## src/rtl/adcav_pkg.sv

```systemverilog
package adcav_pkg;
  typedef enum logic [1:0] {
    MD_BASIC = 2'd0,
    MD_ACCUM = 2'd1,
    MD_AVG   = 2'd2,
    MD_RSVD  = 2'd3
  } mode_e;
endpackage

```

## src/rtl/adcav_accum.sv

```systemverilog
module adcav_accum
  import adcav_pkg::*;
#(
  parameter int RES_W = 12,
  parameter int ACC_W = 18,
  parameter int CNT_W = 8
) (
  input  logic             clk,
  input  logic             rst_n,
  input  logic             vld,
  input  logic [RES_W-1:0] data,
  input  logic [1:0]       mode,
  input  logic [CNT_W-1:0] rpt,
  input  logic             sw_clr,
  output logic [ACC_W-1:0] acc_q,
  output logic [CNT_W-1:0] cnt_q,
  output logic             ovf_q,
  output logic [ACC_W-1:0] acc_nx,
  output logic             load,
  output logic             win_done
);
  localparam logic [CNT_W-1:0] CNT_MAX = {CNT_W{1'b1}};
  localparam logic [CNT_W-1:0] CNT_ONE = CNT_W'(1);

  logic [CNT_W-1:0] cnt_nx;
  logic             ovf_nx;
  logic [ACC_W:0]   sum;
  logic             acc_en;
  logic             avg_en;
  logic             restart;

  assign acc_en  = vld && !sw_clr && (mode == MD_ACCUM);
  assign avg_en  = vld && !sw_clr && (mode == MD_AVG);
  assign restart = avg_en && (cnt_q >= rpt);
  assign sum     = {1'b0, acc_q} + {{(ACC_W+1-RES_W){1'b0}}, data};

  always_comb begin
    acc_nx   = acc_q;
    cnt_nx   = cnt_q;
    ovf_nx   = ovf_q;
    load     = 1'b0;
    win_done = 1'b0;
    if (sw_clr) begin
      acc_nx = '0;
      cnt_nx = '0;
    end else if (restart) begin
      acc_nx = {{(ACC_W-RES_W){1'b0}}, data};
      cnt_nx = CNT_ONE;
      load   = 1'b1;
    end else if (acc_en || avg_en) begin
      acc_nx = sum[ACC_W-1:0];
      ovf_nx = ovf_q | sum[ACC_W];
      cnt_nx = (cnt_q == CNT_MAX) ? CNT_MAX : cnt_q + CNT_ONE;
      load   = 1'b1;
    end
    win_done = avg_en && (cnt_nx == rpt);
  end

  always_ff @(posedge clk or negedge rst_n) begin
    if (!rst_n) begin
      acc_q <= '0;
      cnt_q <= '0;
      ovf_q <= 1'b0;
    end else begin
      acc_q <= acc_nx;
      cnt_q <= cnt_nx;
      ovf_q <= ovf_nx;
    end
  end
endmodule

```

## src/rtl/adcav_shift.sv

```systemverilog
module adcav_shift #(
  parameter int ACC_W  = 18,
  parameter int SH_W   = 3,
  parameter int MAX_SH = 6
) (
  input  logic             clk,
  input  logic             rst_n,
  input  logic             load,
  input  logic             zero,
  input  logic [ACC_W-1:0] acc_in,
  input  logic [SH_W-1:0]  sh,
  output logic [ACC_W-1:0] flt_q
);
  localparam int N_SH = MAX_SH + 1;

  logic [ACC_W-1:0] cand [N_SH];
  logic [SH_W-1:0]  sh_eff;
  logic [ACC_W-1:0] flt_sel;
  logic [ACC_W-1:0] flt_nx;

  for (genvar k = 0; k < N_SH; k++) begin : g_cand
    assign cand[k] = acc_in >> k;
  end

  assign sh_eff = (int'(sh) > MAX_SH) ? SH_W'(MAX_SH) : sh;

  always_comb begin
    flt_sel = cand[0];
    for (int k = 1; k < N_SH; k++) begin
      if (int'(sh_eff) == k) flt_sel = cand[k];
    end
  end

  always_comb begin
    flt_nx = flt_q;
    if (zero)      flt_nx = '0;
    else if (load) flt_nx = flt_sel;
  end

  always_ff @(posedge clk or negedge rst_n) begin
    if (!rst_n) flt_q <= '0;
    else        flt_q <= flt_nx;
  end
endmodule

```

## src/rtl/adcav_irq.sv

```systemverilog
module adcav_irq #(
  parameter int TMD_W      = 3,
  parameter int TMD_ALWAYS = 7
) (
  input  logic             clk,
  input  logic             rst_n,
  input  logic             win_done,
  input  logic [TMD_W-1:0] tmd,
  input  logic             clr,
  output logic             irq_q
);
  logic set;
  logic irq_nx;

  assign set = win_done && (tmd == TMD_W'(TMD_ALWAYS));

  always_comb begin
    irq_nx = irq_q;
    if (set)      irq_nx = 1'b1;
    else if (clr) irq_nx = 1'b0;
  end

  always_ff @(posedge clk or negedge rst_n) begin
    if (!rst_n) irq_q <= 1'b0;
    else        irq_q <= irq_nx;
  end
endmodule

```

## src/rtl/adc_accum_avg.sv

```systemverilog
module adc_accum_avg #(
  parameter int RES_W      = 12,
  parameter int ACC_W      = 18,
  parameter int CNT_W      = 8,
  parameter int SH_W       = 3,
  parameter int MAX_SH     = 6,
  parameter int TMD_W      = 3,
  parameter int TMD_ALWAYS = 7
) (
  input  logic             clk,
  input  logic             rst_n,
  input  logic             res_vld,
  input  logic [RES_W-1:0] res_data,
  input  logic [1:0]       mode,
  input  logic [SH_W-1:0]  shift_sel,
  input  logic [CNT_W-1:0] rpt_set,
  input  logic             sw_clr,
  input  logic [TMD_W-1:0] irq_mode,
  input  logic             irq_clr,
  output logic [RES_W-1:0] res_q,
  output logic [ACC_W-1:0] acc_q,
  output logic [CNT_W-1:0] cnt_q,
  output logic [ACC_W-1:0] flt_q,
  output logic             ovf_q,
  output logic             irq_q
);
  logic [ACC_W-1:0] acc_nx;
  logic             load;
  logic             win_done;
  logic [RES_W-1:0] res_nx;

  assign res_nx = res_vld ? res_data : res_q;

  always_ff @(posedge clk or negedge rst_n) begin
    if (!rst_n) res_q <= '0;
    else        res_q <= res_nx;
  end

  adcav_accum #(.RES_W(RES_W), .ACC_W(ACC_W), .CNT_W(CNT_W)) u_accum (
    .clk      (clk),
    .rst_n    (rst_n),
    .vld      (res_vld),
    .data     (res_data),
    .mode     (mode),
    .rpt      (rpt_set),
    .sw_clr   (sw_clr),
    .acc_q    (acc_q),
    .cnt_q    (cnt_q),
    .ovf_q    (ovf_q),
    .acc_nx   (acc_nx),
    .load     (load),
    .win_done (win_done)
  );

  adcav_shift #(.ACC_W(ACC_W), .SH_W(SH_W), .MAX_SH(MAX_SH)) u_shift (
    .clk    (clk),
    .rst_n  (rst_n),
    .load   (load),
    .zero   (sw_clr),
    .acc_in (acc_nx),
    .sh     (shift_sel),
    .flt_q  (flt_q)
  );

  adcav_irq #(.TMD_W(TMD_W), .TMD_ALWAYS(TMD_ALWAYS)) u_irq (
    .clk      (clk),
    .rst_n    (rst_n),
    .win_done (win_done),
    .tmd      (irq_mode),
    .clr      (irq_clr),
    .irq_q    (irq_q)
  );
endmodule

```

## config.mk

```make
export PLATFORM = sky130hd
export DESIGN_NAME = adc_accum_avg
export DESIGN_NICKNAME = d
export VERILOG_FILES = /design/src/rtl/adcav_pkg.sv /design/src/rtl/adcav_accum.sv /design/src/rtl/adcav_shift.sv /design/src/rtl/adcav_irq.sv /design/src/rtl/adc_accum_avg.sv
export SDC_FILE = /design/constraint.sdc
export NUM_CORES = 1
export LEC_CHECK = 0
export ABC_AREA = 0
export ABC_CLOCK_PERIOD_IN_PS = 4100
export BUFFER_PORTS_ARGS = -buffer_cell sky130_fd_sc_hd__buf_4
export CORE_ASPECT_RATIO = 0.7
export CORE_MARGIN = 2
export CORE_UTILIZATION = 50
export DETAILED_ROUTE_END_ITERATION = 7
export PLACE_DENSITY = 0.76
export SYNTH_ARGS = -nofsm -noshare
export SYNTH_HDL_FRONTEND = slang
export SYNTH_SLANG_ARGS = --single-unit
```

## constraint.sdc

```tcl
create_clock -name clk -period 4.1 [get_ports clk]
set_clock_uncertainty 0.15 [all_clocks]
set_input_delay 0.205 -clock clk [delete_from_list [all_inputs] [get_ports clk]]
set_output_delay 0.205 -clock clk [all_outputs]
set_load 0.02 [all_outputs]
```

==> metrics.txt, run 1 <==
outcome finished, final reports clean; Yosys reg bits 58; Post-DP Area 5270 µm²; final instance area 5630 µm²; Final min period 3.51 ns; Die H 83.6 µm; Yosys top cell by area dfrtp_1; Layout area overhead 24.4%; top cells by count, synth dfrtp_1 (58), nand2_1 (52), nor2_1 (33); Post-synth EDFFs 0; Slew @ Worst Pin 0.938 ns; Inserted Diodes 0; Final Hold Vio Count 0; PortBufs 90; arrival time at the worst endpoint between 3 and 4 ns; Worst R2R Start u_accum.cnt_q[5]$_DFF_PN0_; residual DRC count 0; ys async rst share 100%; Cell Chain, Critical Path dlygate4sd3_1 > buf_4 > ha_1 > o211ai_1 > o211ai_1 > a21oi_1 > xor2_1 > a211oi_2 > mux2_2 > a21oi_1 > o211a_1 > o21ai_1; H-tree Lvls 3; first-pass GRT wire length 23100 µm; syn_nets 545; antenna violations before repair 0; starting density of the core 50.8%; synth warn 0; Synth area leaders dfrtp_1 (32%), ha_1 (5.8%), mux2_2 (5.0%); worst r2r path cells 10; via count 4532; gpl congestion ~0.9; Yosys cell types 89; antenna viol nets, final 0; post-synth top area share ~32%; post-synthesis sequential area ratio 32.0%; wire per inst 20.4 µm; RR Endpoint u_shift.flt_q[8]$_DFFE_PN0P_; Die Area between 9000 and 10000 µm²; Max IR drop VDD 249 µV; Main synth FF type dfrtp_1; CTS max path bufs 2; hold endpoint res_q[8]$_DFFE_PN0P_; setup TNS 0 ns; Final Cycle Share 85.6%; worst hold path type input port to register; Horiz. Die Dim approximately 120 µm; post-synthesis cell count 490; placed insts 684; Net count, final roughly 640; CP endpoint kind register; min-delay src res_data[8]; CP Launch Type input port; I/O Pins 91; Overflow after GRT 0; fill count ~770; Worst Path Max Fanout 9; Rows 29; slowest stage delay, CP 0.81 ns; Total Routing Usage GR a little under 30%; Hold Path Stages 2; TritonCTS Buffers 9; hpwl dp 10400 µm; largest net degree at the start of global routing 59; Leakage 2.55 nW; initial drt markers 409; layout cells sized above 1 around 29%; Max Slew Vio Count 0; clock sinks 58; Detailed Routing Iterations Pass 1 5; Core Box Area 8930 µm²; Max-Cap Viols 0; cell area after synthesis 4530 µm²; Multi-input gate area 2870 µm²; Final setup viols 0; CP max stage cell a211oi_2; Pwr Density slightly above 300 nW/µm²; vias in the first global route 4311; CTS tree done; unrepaired setup endpoints after global routing false; Reg clk slew, reported paths 0.05 ns; Crit Path Category input port to register; fin cells 709; most frequent cell after synthesis dfrtp_1; final WL 14500 µm; Req. time, crit path roughly 4.2 ns; worst skew pair latency 0.33 ns; reg-to-reg setup timing slack 0.70 ns; Rel. slew slack 37.4%; Clock Tree Root clkbuf_16; mean post-synth cell area 9.25 µm²; f_max 285 MHz; Vias/cell approximately 6.4; register area between 1000 and 1500 µm²
[cells by family (layout without fill, tap and decap cells)]
kind of cell               Yosys count  after routing  synth area share (%)
xor gates and xnor gates            20             20                  3.87
adders and majority gates           22             22                  6.24
AOI/OAI and AO/OA                  157            157                  27.4
buffers and inverters               49            144                  4.67
and+or+nand+nor                    158            158                  18.7
DFF                                 58             58                  32.0
muxes                               26             26                  7.13
[report_power, final]
group / internal [mW] / switching (mW)
combinational: 0.162 / 0.245
clock: 0.418 / 0.247
sequential: 0.602 / 0.0237
[cell type report]
type	count	share of cell area [%]
Sequential cell	58	25.8
Multi-Input combinational cell	383	50.9
Timing Repair Buffer	104	14.3
Inverter	26	1.73
Clock buffer	14	4.51
Tap cell	124	2.75
[layer usage]
metal | vias to the layer above | routed length (µm) | track usage [%]
li1 | 2020 | - | -
met1 | 2161 | 6390 | 43.2
met2 | 308 | 6080 | 42.0
met3 | 43 | 1700 | 10.6
met4 | 0 | 321 | 7.45
met5 | - | 0 | 0
[registers in the layout, summed over array words and instances, names as in the netlist]
signal	cells
u_shift.flt_q	18
u_accum.ovf_q	1
u_accum.acc_q	18
res_q	12
u_accum.cnt_q	8
u_irq.irq_q	1
[per-stage QoR]
stage                     hold WS (ns)  total power [mW]  utilization (%)  worst slack [ns]
after floorplan                 -0.241             0.877                -              1.06
after global placement           0.181              1.02             59.0             0.824
after detailed placement         0.190              1.02             59.0             0.809
after CTS                   0.00000311              1.70             63.1             0.675
after global routing           0.00420              1.77             63.1             0.394
final                          0.00500              1.70             63.1             0.590
[critical path: cells and delay by family]
family	cells	cell delay (ns)
XOR/XNOR	1	0.19
adder cells (fa/ha/maj)	1	0.34
AO/OA/AOI/OAI	7	1.88
buffers and inverters	2	0.70
multiplexers	1	0.29
[layout by cell type, fill, tap and decap left out, types with 5 or more instances in the layout]
master / instances
nand4_1: 5
nor3_1: 10
xnor2_1: 16
nand3_1: 9
clkbuf_16: 9
nand2b_1: 6
nor2b_1: 5
inv_1: 24
o21ai_1: 9
o211ai_1: 9
a31oi_1: 6
ha_1: 21
dlygate4sd3_1: 11
nor3_2: 5
dfrtp_1: 58
nand2_1: 52
mux2_2: 20
nor4_1: 5
a211oi_1: 6
a32oi_1: 7
buf_4: 93
o21ai_0: 17
nor2_1: 33
a21oi_1: 30
a32o_1: 7
[worst max-delay path by stage]
stage / slack [ns] / start / end
after CTS: 0.68 / res_data[0] / u_shift.flt_q[11]$_DFFE_PN0P_
final: 0.59 / res_data[4] / u_shift.flt_q[10]$_DFFE_PN0P_
after global placement: 0.82 / u_accum.cnt_q[5]$_DFF_PN0_ / u_shift.flt_q[8]$_DFFE_PN0P_
after global routing: 0.39 / res_data[0] / u_shift.flt_q[11]$_DFFE_PN0P_
after floorplan: 1.06 / u_accum.acc_q[0]$_DFF_PN0_ / u_shift.flt_q[11]$_DFFE_PN0P_
after detailed placement: 0.81 / u_accum.cnt_q[5]$_DFF_PN0_ / u_shift.flt_q[8]$_DFFE_PN0P_
[timing repair]
item	in CTS	in global routing
setup buffers	0	0
resized for setup	0	0
hold buffers	11	0
hold endpoints to repair	68	0
Note: power is estimated with default switching activity, not from simulation.
==> run 2: changes to the inputs <==
--- a/config.mk
+++ b/config.mk
@@ -10,9 +10,9 @@
 export BUFFER_PORTS_ARGS = -buffer_cell sky130_fd_sc_hd__buf_4
 export CORE_ASPECT_RATIO = 0.7
 export CORE_MARGIN = 2
-export CORE_UTILIZATION = 50
+export CORE_UTILIZATION = 56
 export DETAILED_ROUTE_END_ITERATION = 7
-export PLACE_DENSITY = 0.76
+export PLACE_DENSITY = 0.83
 export SYNTH_ARGS = -nofsm -noshare
 export SYNTH_HDL_FRONTEND = slang
 export SYNTH_SLANG_ARGS = --single-unit
==> metrics.txt, run 2 (synthesized netlist as in run 1, its figures left out) <==
Total Routing Usage GR 33.6% (+3.8 points); Net count, final 638 (+0.16%); Pwr Density 306 nW/µm² (+1.5%); Die Area 8840 µm² (-10%); Final min period 3.54 ns (+0.0314 ns); worst hold path type input port to register; Final Cycle Share 86.4% (+0.77 points); Worst Path Max Fanout 9 (unchanged); starting density of the core 57.6% (+6.8 points); Layout area overhead 24.1%; Max-Cap Viols 0 (unchanged); layout cells sized above 1 29.0% (+0.46 points); Detailed Routing Iterations Pass 1 6 (+1); first-pass GRT wire length 23300 µm (+0.93%); antenna violations before repair 0 (unchanged); clock sinks 58 (unchanged); Max IR drop VDD 218 µV (-12%); Max Slew Vio Count 0 (unchanged); H-tree Lvls 3 (unchanged); Horiz. Die Dim 112 µm (-5.3%); gpl congestion 0.989 (+9.7%); CP endpoint kind register; Final setup viols 0 (unchanged); arrival time at the worst endpoint 3.65 ns (+0.04 ns); Setup Fix Bufs, Post-CTS 0 (unchanged); Final Hold Vio Count 0 (unchanged); commonest non-fill, non-tap cells in the layout buf_4 (92), dfrtp_1 (58), nand2_1 (52); CP Launch Type input port; Rel. slew slack 29.0% (-8.4 points); placed insts 660 (-3.5%); CTS tree done; setup TNS 0 ns (unchanged); via count 4609 (+1.7%); Core Box Area 7870 µm² (-12%); Top Registers u_accum.acc_q: 18 flops, u_shift.flt_q: 18 flops, res_q: 12 flops; largest net degree at the start of global routing 59 (unchanged); reg-to-reg setup timing slack 0.69 ns (about the same); Reg clk slew, reported paths 0.06 ns (about the same); Vias/cell 6.71 (+5.0%); initial drt markers 588 (+44%); worst skew pair latency 0.34 ns (about the same); CTS max path bufs 2 (unchanged); Slew @ Worst Pin 1.06 ns (+0.127 ns); antenna viol nets, final 0 (unchanged); outcome finished, final reports clean; vias in the first global route 4437 (+2.9%); Inserted Diodes 0 (unchanged); Leakage 2.56 nW (+0.59%); f_max 282 MHz (-0.89%); unrepaired setup endpoints after global routing false; hpwl dp 10200 µm (-2.4%); wire per inst 20.9 µm (+2.3%); I/O Pins 91 (unchanged); Rows 27 (-6.9%); Clock Tree Root clkbuf_16; Overflow after GRT 0 (unchanged); TritonCTS Buffers 9 (unchanged); Crit Path Category input port to register; commonest non-fill, non-tap cell in the layout buf_4; Die H 79.3 µm (-5.2%); Req. time, crit path 4.20 ns (about the same); final WL 14400 µm (-0.83%); PortBufs 90 (unchanged); fin cells 687 (-3.1%); residual DRC count 0 (unchanged)
## run 2: per-layer routing
metal  global-route usage (%)  wire [µm]
met1                     48.2       6170
met2                     48.7       6000
met3                     8.78       1730
met4                     12.7        465
met5                        0          0
## run 2: stage by stage
| step | power [mW] | area (µm²) | util (%) | hold WS (ns) | worst slack (ns) |
|---|---|---|---|---|---|
| 5_1_grt | 1.78 | 5620 | 71.4 | 0.0431 | 0.334 |
| 3_5_place_dp | 1.02 | 5230 | 66.5 | 0.169 | 0.846 |
| 4_1_cts | 1.71 | 5620 | 71.4 | 0.00889 | 0.699 |
| 2_1_floorplan | 0.877 | 4530 | - | -0.241 | 1.06 |
| 6_report | 1.72 | 5620 | 71.4 | 0.0307 | 0.559 |
| 3_3_place_gp | 1.01 | 5230 | 66.5 | 0.159 | 0.956 |
## run 2: cell type report
| cell class | count | area (µm²) |
|---|---|---|
| clock inverters | 4 | 20.0 |
| well taps | 101 | 126 |
| inverters | 26 | 97.6 |
| clock buffers | 10 | 239 |
| repair buffers | 105 | 821 |
| flip-flops and latches | 58 | 1450 |
| fillers | 582 | 2250 |
| multi-input cells | 383 | 2870 |
## run 2: repair_timing
| item | CTS | global route |
|---|---|---|
| endpoints found under the setup margin | 0 | 0 |
| hold endpoints to repair | 70 | 0 |
| hold buffers | 13 | 0 |
| gates resized for setup | 0 | 0 |
## run 2: worst paths after layout
check | startpoint | endpoint | depth (start not counted)
worst max-delay path | res_data[5] | u_shift.flt_q[11]$_DFFE_PN0P_ | 12
worst min-delay path | irq_clr | u_irq.irq_q$_DFFE_PN0P_ | 3
worst max register to register | u_accum.acc_q[4]$_DFF_PN0_ | u_shift.flt_q[11]$_DFFE_PN0P_ | 10
worst min register to register | u_accum.ovf_q$_DFFE_PN0P_ | u_accum.ovf_q$_DFFE_PN0P_ | 2
max in group asynchronous | rst_n | u_shift.flt_q[1]$_DFFE_PN0P_ | 2
min in group asynchronous | rst_n | u_accum.acc_q[10]$_DFF_PN0_ | 2
## run 2: critical path, stage by stage
cell and delay (ns):
dlygate4sd3_1 0.56, buf_4 0.16, ha_1 0.35, o21ai_1 0.15, a211oi_1 0.43, a21oi_1 0.20, xor2_1 0.20, a211oi_2 0.72
o21ai_1 0.15, a21oi_1 0.23, a2111oi_0 0.09, o21ai_1 0.20
## run 2: where the power goes
| part | total (mW) | internal (mW) | switching [mW] |
|---|---|---|---|
| sequential | 0.626 | 0.602 | 0.0238 |
| clock | 0.689 | 0.413 | 0.275 |
| combinational | 0.407 | 0.163 | 0.244 |
==> run 3: changes to the inputs <==
--- a/config.mk
+++ b/config.mk
@@ -13,6 +13,7 @@
 export CORE_UTILIZATION = 56
 export DETAILED_ROUTE_END_ITERATION = 7
 export PLACE_DENSITY = 0.83
+export RECOVER_POWER = 50
 export SYNTH_ARGS = -nofsm -noshare
 export SYNTH_HDL_FRONTEND = slang
 export SYNTH_SLANG_ARGS = --single-unit
==> metrics.txt, run 3 (synthesized netlist as in run 1, its figures left out) <==
outcome finished, final reports clean; CP max stage cell a211oi_2; setup TNS 0 ns (unchanged); Power Total 1.70 mW (-1.4%); post_cts resized 0 (unchanged); clock sinks 58 (unchanged); top routing layer used met4; min-delay src irq_clr; Max IR drop VDD 215 µV (-1.2%); hpwl dp 10200 µm (unchanged); Vias/cell 6.76 (+0.72%); commonest non-fill, non-tap cells in the layout dfrtp_1 (58), nand2_1 (52), clkbuf_1 (46); Rows 27 (unchanged); wire length on met2 6060 µm (+0.92%); Reg clk slew, reported paths 0.06 ns (about the same); layout cells sized above 1 21.2% (-7.8 points); H-tree Lvls 3 (unchanged); CP Launch Type input port; Cell Chain, Critical Path dlygate4sd3_1 > clkbuf_1 > ha_1 > o21ai_1 > a211oi_1 > a21oi_1 > xor2_1 > a211oi_2 > o21ai_1 > a21oi_1 > a2111oi_0 > o21ai_1; worst r2r path cells 10 (unchanged); CTS tree done; Net count, final 638 (unchanged); arrival time at the worst endpoint 3.63 ns (-0.02 ns); most frequent cell on the critical path o21ai_1; Final setup viols 0 (unchanged); unrepaired setup endpoints after global routing false; Rel. slew slack 1.86% (-27 points); Inserted Diodes 0 (unchanged); Crit Path Category input port to register; worst hold path type input port to register; Clock Tree Root clkbuf_16; CP endpoint kind register; initial drt markers 630 (+7.1%); f_max 284 MHz (+0.42%); Die Area 8840 µm² (unchanged); Final Cycle Share 86.0% (-0.36 points); Pwr Density 312 nW/µm² (+1.8%); commonest non-fill, non-tap cell in the layout dfrtp_1; Min Hold Slack 0.0360 ns (+0.00526 ns); CTS max path bufs 2 (unchanged); first-pass GRT wire length 23300 µm (unchanged); largest net degree at the start of global routing 59 (unchanged); gpl congestion 0.989 (unchanged); Leakage 2.39 nW (-7.0%); final WL 14300 µm (-0.17%); Top Registers u_accum.acc_q: 18 flops, u_shift.flt_q: 18 flops, res_q: 12 flops; Top Family by Delay on Critical Path compound AO/OA/AOI/OAI gates; starting density of the core 57.6% (unchanged); Total Routing Usage GR 33.6% (unchanged); RR Endpoint u_shift.flt_q[11]$_DFFE_PN0P_; via count 4642 (+0.72%); Layout area overhead 20.2%; residual DRC count 0 (unchanged); Core Box Area 7870 µm² (unchanged); I/O Pins 91 (unchanged); WL met1 6220 µm (+0.78%); Final Hold Vio Count 0 (unchanged); hold endpoint u_irq.irq_q$_DFFE_PN0P_; WP buf/inv 2 (unchanged); Die H 79.3 µm (unchanged); Max Slew Vio Count 0 (unchanged); Final min period 3.53 ns (-0.0147 ns); Hold Path Stages 3 (unchanged); Slew @ Worst Pin 1.47 ns (+0.407 ns); reg-to-reg setup timing slack 0.69 ns (about the same); wire per inst 20.9 µm (-0.17%); Detailed Routing Iterations Pass 1 6 (unchanged); PortBufs 90 (unchanged); Max-Cap Viols 0 (unchanged); antenna viol nets, final 0 (unchanged); TritonCTS Buffers 9 (unchanged); Worst Path Max Fanout 9 (unchanged); worst skew pair latency 0.35 ns (about the same); Horiz. Die Dim 112 µm (unchanged); met3 WL 1630 µm (-5.8%); Req. time, crit path 4.20 ns (about the same); antenna violations before repair 0 (unchanged); vias in the first global route 4437 (unchanged); Worst R2R Start u_accum.acc_q[4]$_DFF_PN0_; slowest stage delay, CP 0.71 ns (about the same); Overflow after GRT 0 (unchanged)
## run 3: cell types whose count changed in the layout (fill, tap and decap cells not counted)
| cell | previous run | this run |
|---|---|---|
| buf_4 | 92 | 45 |
| clkbuf_1 | 0 | 46 |
| clkbuf_2 | 0 | 1 |
## run 3: stage by stage
stage / setup slack [ns] / std cells / utilization [%] / area [µm²]
after detailed placement: 0.846 / 660 / 66.5 / 5230
after global placement: 0.956 / 660 / 66.5 / 5230
after floorplan: 1.06 / 490 / - / 4530
after CTS: 0.699 / 687 / 71.4 / 5620
final: 0.574 / 687 / 69.2 / 5450
after global routing: 0.253 / 687 / 69.2 / 5450
## run 3: cell type report
type,count,area (µm²)
clock buffers,10,239
repair buffers,105,646
fillers,637,2420
clock inverters,4,20.0
well taps,101,126
multi-input cells,383,2870
flip-flops and latches,58,1450
inverters,26,97.6
## run 3: timing repair
action	CTS	global route
hold buffers	13	0
buffers inserted	0	0
hold endpoints to repair	70	0
## run 3: worst min-delay path: stages
cell and delay (ns):
buf_4 0.11, inv_1 0.06, a32o_1 0.12
## run 3: where the power goes
| group | switching (mW) | internal (mW) | leakage, nW |
|---|---|---|---|
| combinational | 0.244 | 0.140 | 1.48 |
| clock | 0.275 | 0.413 | 0.134 |
| sequential | 0.0231 | 0.602 | 0.769 |
| total | 0.542 | 1.16 | 2.39 |
## run 3: worst max-delay path by stage
| stage | startpoint | endpoint | slack [ns] | depth (start not counted) |
|---|---|---|---|---|
| 2_1_floorplan | u_accum.acc_q[0]$_DFF_PN0_ | u_shift.flt_q[11]$_DFFE_PN0P_ | 1.06 | 12 |
| 4_1_cts | res_data[0] | u_shift.flt_q[11]$_DFFE_PN0P_ | 0.70 | 14 |
| 3_3_place_gp | u_accum.cnt_q[2]$_DFF_PN0_ | u_shift.flt_q[6]$_DFFE_PN0P_ | 0.96 | 9 |
| 3_5_place_dp | u_accum.acc_q[0]$_DFF_PN0_ | u_shift.flt_q[11]$_DFFE_PN0P_ | 0.85 | 12 |
| 5_1_grt | res_data[0] | u_shift.flt_q[11]$_DFFE_PN0P_ | 0.25 | 14 |
| 6_report | res_data[5] | u_shift.flt_q[11]$_DFFE_PN0P_ | 0.57 | 12 |
## run 3: metal layers
metal | vias to the layer above | track usage [%]
met4 | 0 | 12.7
met1 | 2206 | 48.2
li1 | 2029 | -
met2 | 349 | 48.7
met3 | 58 | 8.78
met5 | - | 0
